--- config.mk ---
export PLATFORM = sky130hd
export DESIGN_NAME = reset_cause_unit
export DESIGN_NICKNAME = d
export VERILOG_FILES = /design/src/rtl/reset_cause_pkg.sv /design/src/rtl/rcu_sync.sv /design/src/rtl/rcu_stretch.sv /design/src/rtl/reset_cause_unit.sv
export SDC_FILE = /design/constraint.sdc
export NUM_CORES = 1
export LEC_CHECK = 0
export BUFFER_PORTS_ARGS = -buffer_cell sky130_fd_sc_hd__buf_2
export CAP_MARGIN = 20
export CORE_ASPECT_RATIO = 1.1
export CORE_MARGIN = 3
export CORE_UTILIZATION = 30
export CTS_CLUSTER_SIZE = 16
export DETAILED_ROUTE_END_ITERATION = 8
export GPL_TIMING_DRIVEN = 1
export SETUP_SLACK_MARGIN = 0.3
export SLEW_MARGIN = 20
export SYNTH_ARGS = -nofsm -noshare
export SYNTH_HDL_FRONTEND = slang
export SYNTH_SLANG_ARGS = --single-unit
--- constraint.sdc ---
create_clock -name clk -period 1.4 [get_ports clk]
set_input_delay 0.14 -clock clk [delete_from_list [all_inputs] [get_ports clk]]
set_output_delay 0.14 -clock clk [all_outputs]
set_load 0.02 [all_outputs]
--- src/rtl/reset_cause_pkg.sv ---
package reset_cause_pkg;
    localparam int NSRC = 8;

    // bit positions of the sources
    localparam int SRC_POWER  = 0;
    localparam int SRC_WDOG   = 1;
    localparam int SRC_BUTTON = 2;
    localparam int SRC_MEZZ   = 3;
    localparam int SRC_REAR   = 4;
    localparam int SRC_HOSTCPU = 5;
    localparam int SRC_LEGBUS = 6;
    localparam int SRC_MGMT   = 7;

    // sources that the mask cannot turn off
    localparam logic [NSRC-1:0] FIXED_ON = (NSRC'(1) << SRC_POWER)
                                         | (NSRC'(1) << SRC_LEGBUS)
                                         | (NSRC'(1) << SRC_MGMT);
    // mask bits software may write
    localparam logic [NSRC-1:0] MASK_RW  = ~FIXED_ON;
    // mask bits that read as 1 without storage (bit 0 reads 0)
    localparam logic [NSRC-1:0] MASK_RD1 = FIXED_ON & ~(NSRC'(1) << SRC_POWER);

    localparam logic IDX_CAUSE = 1'b0;
    localparam logic IDX_MASK  = 1'b1;

    typedef struct packed {
        logic [NSRC-1:0] cause;
        logic [NSRC-1:0] mask;
    } regs_t;
endpackage

--- src/rtl/rcu_sync.sv ---
module rcu_sync #(
    parameter int WIDTH  = 8,
    parameter int STAGES = 2
) (
    input  logic             clk,
    input  logic             rst_n,
    input  logic [WIDTH-1:0] async_i,
    output logic [WIDTH-1:0] sync_o
);
    logic [STAGES-1:0][WIDTH-1:0] pipe_d, pipe_q;

    always_comb begin
        pipe_d[0] = async_i;
        for (int s = 1; s < STAGES; s++) begin
            pipe_d[s] = pipe_q[s-1];
        end
    end

    genvar g;
    generate
        for (g = 0; g < STAGES; g++) begin : g_stage
            always_ff @(posedge clk or negedge rst_n) begin
                if (!rst_n) pipe_q[g] <= '0;
                else        pipe_q[g] <= pipe_d[g];
            end
        end
    endgenerate

    assign sync_o = pipe_q[STAGES-1];
endmodule

--- src/rtl/rcu_stretch.sv ---
module rcu_stretch #(
    parameter int HOLD = 16
) (
    input  logic clk,
    input  logic rst_n,
    input  logic trig_i,
    output logic hold_o
);
    localparam int CW = $clog2(HOLD + 1);
    localparam logic [CW-1:0] LOAD = CW'(HOLD);

    logic [CW-1:0] cnt_d, cnt_q;

    always_comb begin
        cnt_d = cnt_q;
        if (trig_i)              cnt_d = LOAD;
        else if (cnt_q != '0)    cnt_d = cnt_q - 1'b1;
    end

    // loaded on power-on so the output is high through and after it
    always_ff @(posedge clk or negedge rst_n) begin
        if (!rst_n) cnt_q <= LOAD;
        else        cnt_q <= cnt_d;
    end

    assign hold_o = (cnt_q != '0);
endmodule

--- src/rtl/reset_cause_unit.sv ---
module reset_cause_unit
    import reset_cause_pkg::*;
#(
    parameter int SYNC_STAGES = 2,
    parameter int HOLD_CYCLES = 16
) (
    input  logic            clk,
    input  logic            por_n,
    input  logic [NSRC-1:0] req_i,
    input  logic            reg_idx,
    input  logic            reg_wr,
    input  logic [NSRC-1:0] reg_wdata,
    output logic [NSRC-1:0] reg_rdata,
    output logic            sys_rst_o
);
    localparam logic [NSRC-1:0] CAUSE_INIT = NSRC'(1) << SRC_POWER;

    regs_t           st_d, st_q;
    logic [NSRC-1:0] req_s;
    logic [NSRC-1:0] live;
    logic [NSRC-1:0] cause_w;
    logic [NSRC-1:0] mask_w;

    rcu_sync #(.WIDTH(NSRC), .STAGES(SYNC_STAGES)) u_sync (
        .clk     (clk),
        .rst_n   (por_n),
        .async_i (req_i),
        .sync_o  (req_s)
    );

    // requests allowed through: stored enables plus fixed sources
    assign live = req_s & (st_q.mask | FIXED_ON);

    always_comb begin
        st_d = st_q;
        if (reg_wr && reg_idx == IDX_CAUSE) st_d.cause = '0;
        st_d.cause = st_d.cause | live;
        if (reg_wr && reg_idx == IDX_MASK)
            st_d.mask = reg_wdata & MASK_RW;
    end

    always_ff @(posedge clk or negedge por_n) begin
        if (!por_n) begin
            st_q.cause <= CAUSE_INIT;
            st_q.mask  <= MASK_RW;
        end else begin
            st_q <= st_d;
        end
    end

    rcu_stretch #(.HOLD(HOLD_CYCLES)) u_stretch (
        .clk    (clk),
        .rst_n  (por_n),
        .trig_i (|live),
        .hold_o (sys_rst_o)
    );

    assign cause_w   = st_q.cause;
    assign mask_w    = st_q.mask;
    assign reg_rdata = (reg_idx == IDX_MASK) ? ((mask_w & MASK_RW) | MASK_RD1)
                                             : cause_w;
endmodule

==> flow_summary_export.csv <==
group,metric,value,unit
critical_path,setup.worst_path.end_class,"primary output",
power,power_switching_share,0.234,
floorplan,die_h,73.3,µm
floorplan,rows,23,
power,clkPwrFrac,0.368,
critical_path,timing.critical_path.from_type,"register",
floorplan,core,3800,µm²
placed_design,place_inst,158,
critical_path,worst_path_dominant_cell_family,"simple AND/OR/NAND/NOR gates",
global_routing,number_of_antenna_violations_at_the_first_check_in_global_routing,0,
outcome,run_status,"finished, violations left",
sta,setup_violations,4,
sta,tcrit_tclk_final,1.16,
critical_path,worst-path-buf-inv,2,
global_routing,grt_pass1_vias,903,
sta,post-route-min-period,1.62,ns
global_routing,met1_usage,0.122,
synth,synthFlopType,"sky130_fd_sc_hd__dfrtp_1",
placed_design,gpl.final_weighted_congestion,0.780,
drt,number_of_routed_nets_with_antenna_violations,0,
sta,setup_total_negative_slack,-0.516,ns
sta,slew-limit-headroom,0.727,
synth,total_of_flip_flops_plus_latches_after_synthesis,34,
cells_and_area,layout.core_utilization,0.479,
critical_path,path_cells,"inv_2, ha_4, or4b_4, buf_6",
sta,tightest_slew,0.409,ns
cells_and_area,final_net_count,152,
min_path,holdCritPathClass,"primary input to register",
clock_network,cts_tree,"built",
clock_network,clk_pin_slew,0.07,ns
synth,synthArstFlopShare,1.00,
clock_network,clk-insertion-delay-late,0.28,ns
critical_path,worstPathArrival,1.48,ns
power,internal_power,1840,µW
cells_and_area,antennaDiodeCount,0,
global_routing,grt_start_max_net_pins,35,
sta,hold_slack,0.0711,ns
sta,fmax,0.616,GHz
drt,drt-wirelength-per-cell,12.7,µm
power,p_seq_frac,0.472,
drt,finalWirelength,2310,µm
drt,drt_drc_violations_left,0,
sta,post-route-worst-setup-slack,-0.223,ns
floorplan,floorplan.die_area,4920,µm²
critical_path,timing.critical_path.slowest_cell_delay,0.46,ns
placed_design,dp_hpwl,1500,µm
synth,nets_in_the_synthesized_netlist,103,
clock_network,cts_inserted_buffers,5,
global_routing,globalRouteMet2Util,0.187,
critical_path,regToRegSetupSlack,-0.11,ns
outcome,failed_checks,"setup timing",
clock_network,htree_num_levels,2,
clock_network,cts_root_buf,"sky130_fd_sc_hd__clkbuf_8",
job,max_cap_violations,0,
cells_and_area,post_layout_nonfiller_instances,182,
global_routing,grt.busiest_layer,"met2",
clock_network,clock_path_buffers,2,
power,power-per-cell-area,1320,nW/µm²
drt,dr.pass1.iters,4,
global_routing,global_route.overflow_total,0,
global_routing,grtUsageTotal,0.111,
synth,ys_types,25,
synth,part_of_the_yosys_area_used_for_sequential_elements,0.696,
drt,route.detailed.vias_per_inst,4.43,
drt,initial_drt_markers,13,
floorplan,initial_core_util,0.325,
floorplan,fp.dieW,67.2,µm
global_routing,grt_util_met3,0.0336,
synth,ys.warnings.count,0,
power,irDropWorstVdd,0.681,mV
sta,setup_repair_after_global_routing_missed_its_margin,"true",
synth,postSynthCellCount,82,
critical_path,crit_path_top_delay_cell,"sky130_fd_sc_hd__or4b_4",
power,finalPower,2400,µW
power,netSwitchingPower,560,µW
critical_path,worst-path-max-fanout,2,
synth,netlist_area,1230,µm²
sta,slew_violations,0,
placed_design,count_of_buffers_inserted_at_the_top_level_ports,25,
synth,synth_enable_flop_cells,0,
cells_and_area,syn2layout_area_growth,47.3,%
global_routing,grt_first_pass_wirelength,3970,µm
cells_and_area,drive_above_1_share,0.508,
floorplan,io_pins,29,
synth,synthesis.area_per_instance,15.1,µm²
sta,clock_skew,0.00761,ns
power,leakage,0.000833,µW
critical_path,worst_ep_required_time,1.26,ns
critical_path,criticalPathCategory,"register to primary output",
sta,timing_hold_violations_final,0,
clock_network,cts.sink_count,34,
power,power.share.combinational,0.160,
drt,routed-via-count,807,
## cells by family (layout without fill, tap and decap cells)
kind of cell,after synthesis,count (layout),share of synthesized area
flops,34,34,0.696
fa+ha+maj,1,1,0.0101
simple gates,16,16,0.0821
buf+inv,5,55,0.0172
compound gates,15,15,0.0962
mux,10,10,0.0912
xor+xnor,1,1,0.00709
## cell usage in the layout, fill, tap and decap left out, drive strengths merged, types with 2 or more instances in the layout
| master | netlist | layout |
|---|---|---|
| mux2 | 10 | 10 |
| a22o | 5 | 5 |
| dlygate4sd3 | 0 | 9 |
| inv | 2 | 2 |
| nand2b | 2 | 2 |
| or2 | 2 | 2 |
| or2b | 2 | 2 |
| buf | 2 | 36 |
| a21o | 4 | 4 |
| dfrtp | 27 | 27 |
| nand3b | 2 | 2 |
| clkbuf | 1 | 5 |
| clkinvlp | 0 | 2 |
| a211oi | 2 | 2 |
| a21oi | 3 | 3 |
| nor2 | 2 | 2 |
| dfstp | 7 | 7 |
## cells in the mapped netlist, types with 3 or more instances
cell / n / area, µm²
sky130_fd_sc_hd__a21o_1: 4 / 30.0
sky130_fd_sc_hd__mux2_1: 10 / 113
sky130_fd_sc_hd__a21oi_1: 3 / 15.0
sky130_fd_sc_hd__dfstp_2: 7 / 184
sky130_fd_sc_hd__a22o_1: 5 / 43.8
sky130_fd_sc_hd__dfrtp_1: 27 / 676
## sequential cells by signal (all words and copies together) (netlist names)
| register | flops |
|---|---|
| mask_w | 5 |
| cause_w | 8 |
| u_sync.sync_o | 8 |
| u_sync.pipe_d | 8 |
| u_stretch.cnt_q | 5 |
## worst reg2reg max path: cells and delay by family, from the launching register on
| kind | cells | cell delay, ns |
|---|---|---|
| adder cells (fa/ha/maj) | 1 | 0.13 |
| flip-flops | 1 | 0.40 |
| buffers and inverters | 2 | 0.24 |
| AND/OR/NAND/NOR | 1 | 0.46 |
| AO/OA/AOI/OAI | 1 | 0.20 |
## worst paths after layout
check,from,to,cells past startpoint
worst min register to register,u_sync.pipe_d[8],u_sync.sync_o[0],0
max in group asynchronous,por_n,u_stretch.cnt_q[4],3
worst max register to register,u_stretch.cnt_q[1],u_stretch.cnt_q[1],5
worst min-delay path,reg_wdata[3],mask_w[3],2
min in group asynchronous,por_n,u_sync.pipe_d[12],3
worst max-delay path,u_stretch.cnt_q[1],sys_rst_o,4
## power by group through the flow
| stage | sequential [µW] | clock [µW] | combinational, µW |
|---|---|---|---|
| finish | 1130 | 881 | 384 |
| global route | 1140 | 944 | 419 |
| CTS | 1130 | 914 | 378 |
| detailed placement | 1150 | 0 | 253 |
| global placement | 1150 | 0 | 247 |
| floorplan | 1140 | 0 | 159 |
## cell type report
cell class / instances / area [µm²]
clock buffers: 5 / 68.8
clock inverters: 3 / 45.0
fillers: 350 / 1980
inverters: 2 / 7.51
multi-input cells: 43 / 418
flip-flops and latches: 34 / 860
well taps: 50 / 62.6
repair buffers: 45 / 358
## per-layer routing
| layer | vias up | share of wire |
|---|---|---|
| met2 | 18 | 0.54 |
| met5 | - | 0 |
| li1 | 387 | - |
| met4 | 0 | 0.016 |
| met1 | 398 | 0.40 |
| met3 | 4 | 0.048 |
## stage by stage
step / area [µm²] / worst slack (ns)
floorplan: 1250 / -0.114
global placement: 1450 / -0.00137
detailed placement: 1450 / -0.0280
CTS: 1780 / -0.255
global route: 1820 / -0.267
finish: 1820 / -0.223
## what timing repair did
action / 4_1_cts / 5_1_grt
pin swaps: 1 / 1
buffers inserted: 6 / 1
resized for setup: 26 / 7
hold buffers: 9 / 0
endpoints found under the hold margin: 35 / 0
endpoints found under the setup margin: 14 / 14
Note: power is estimated with default switching activity, not from simulation.
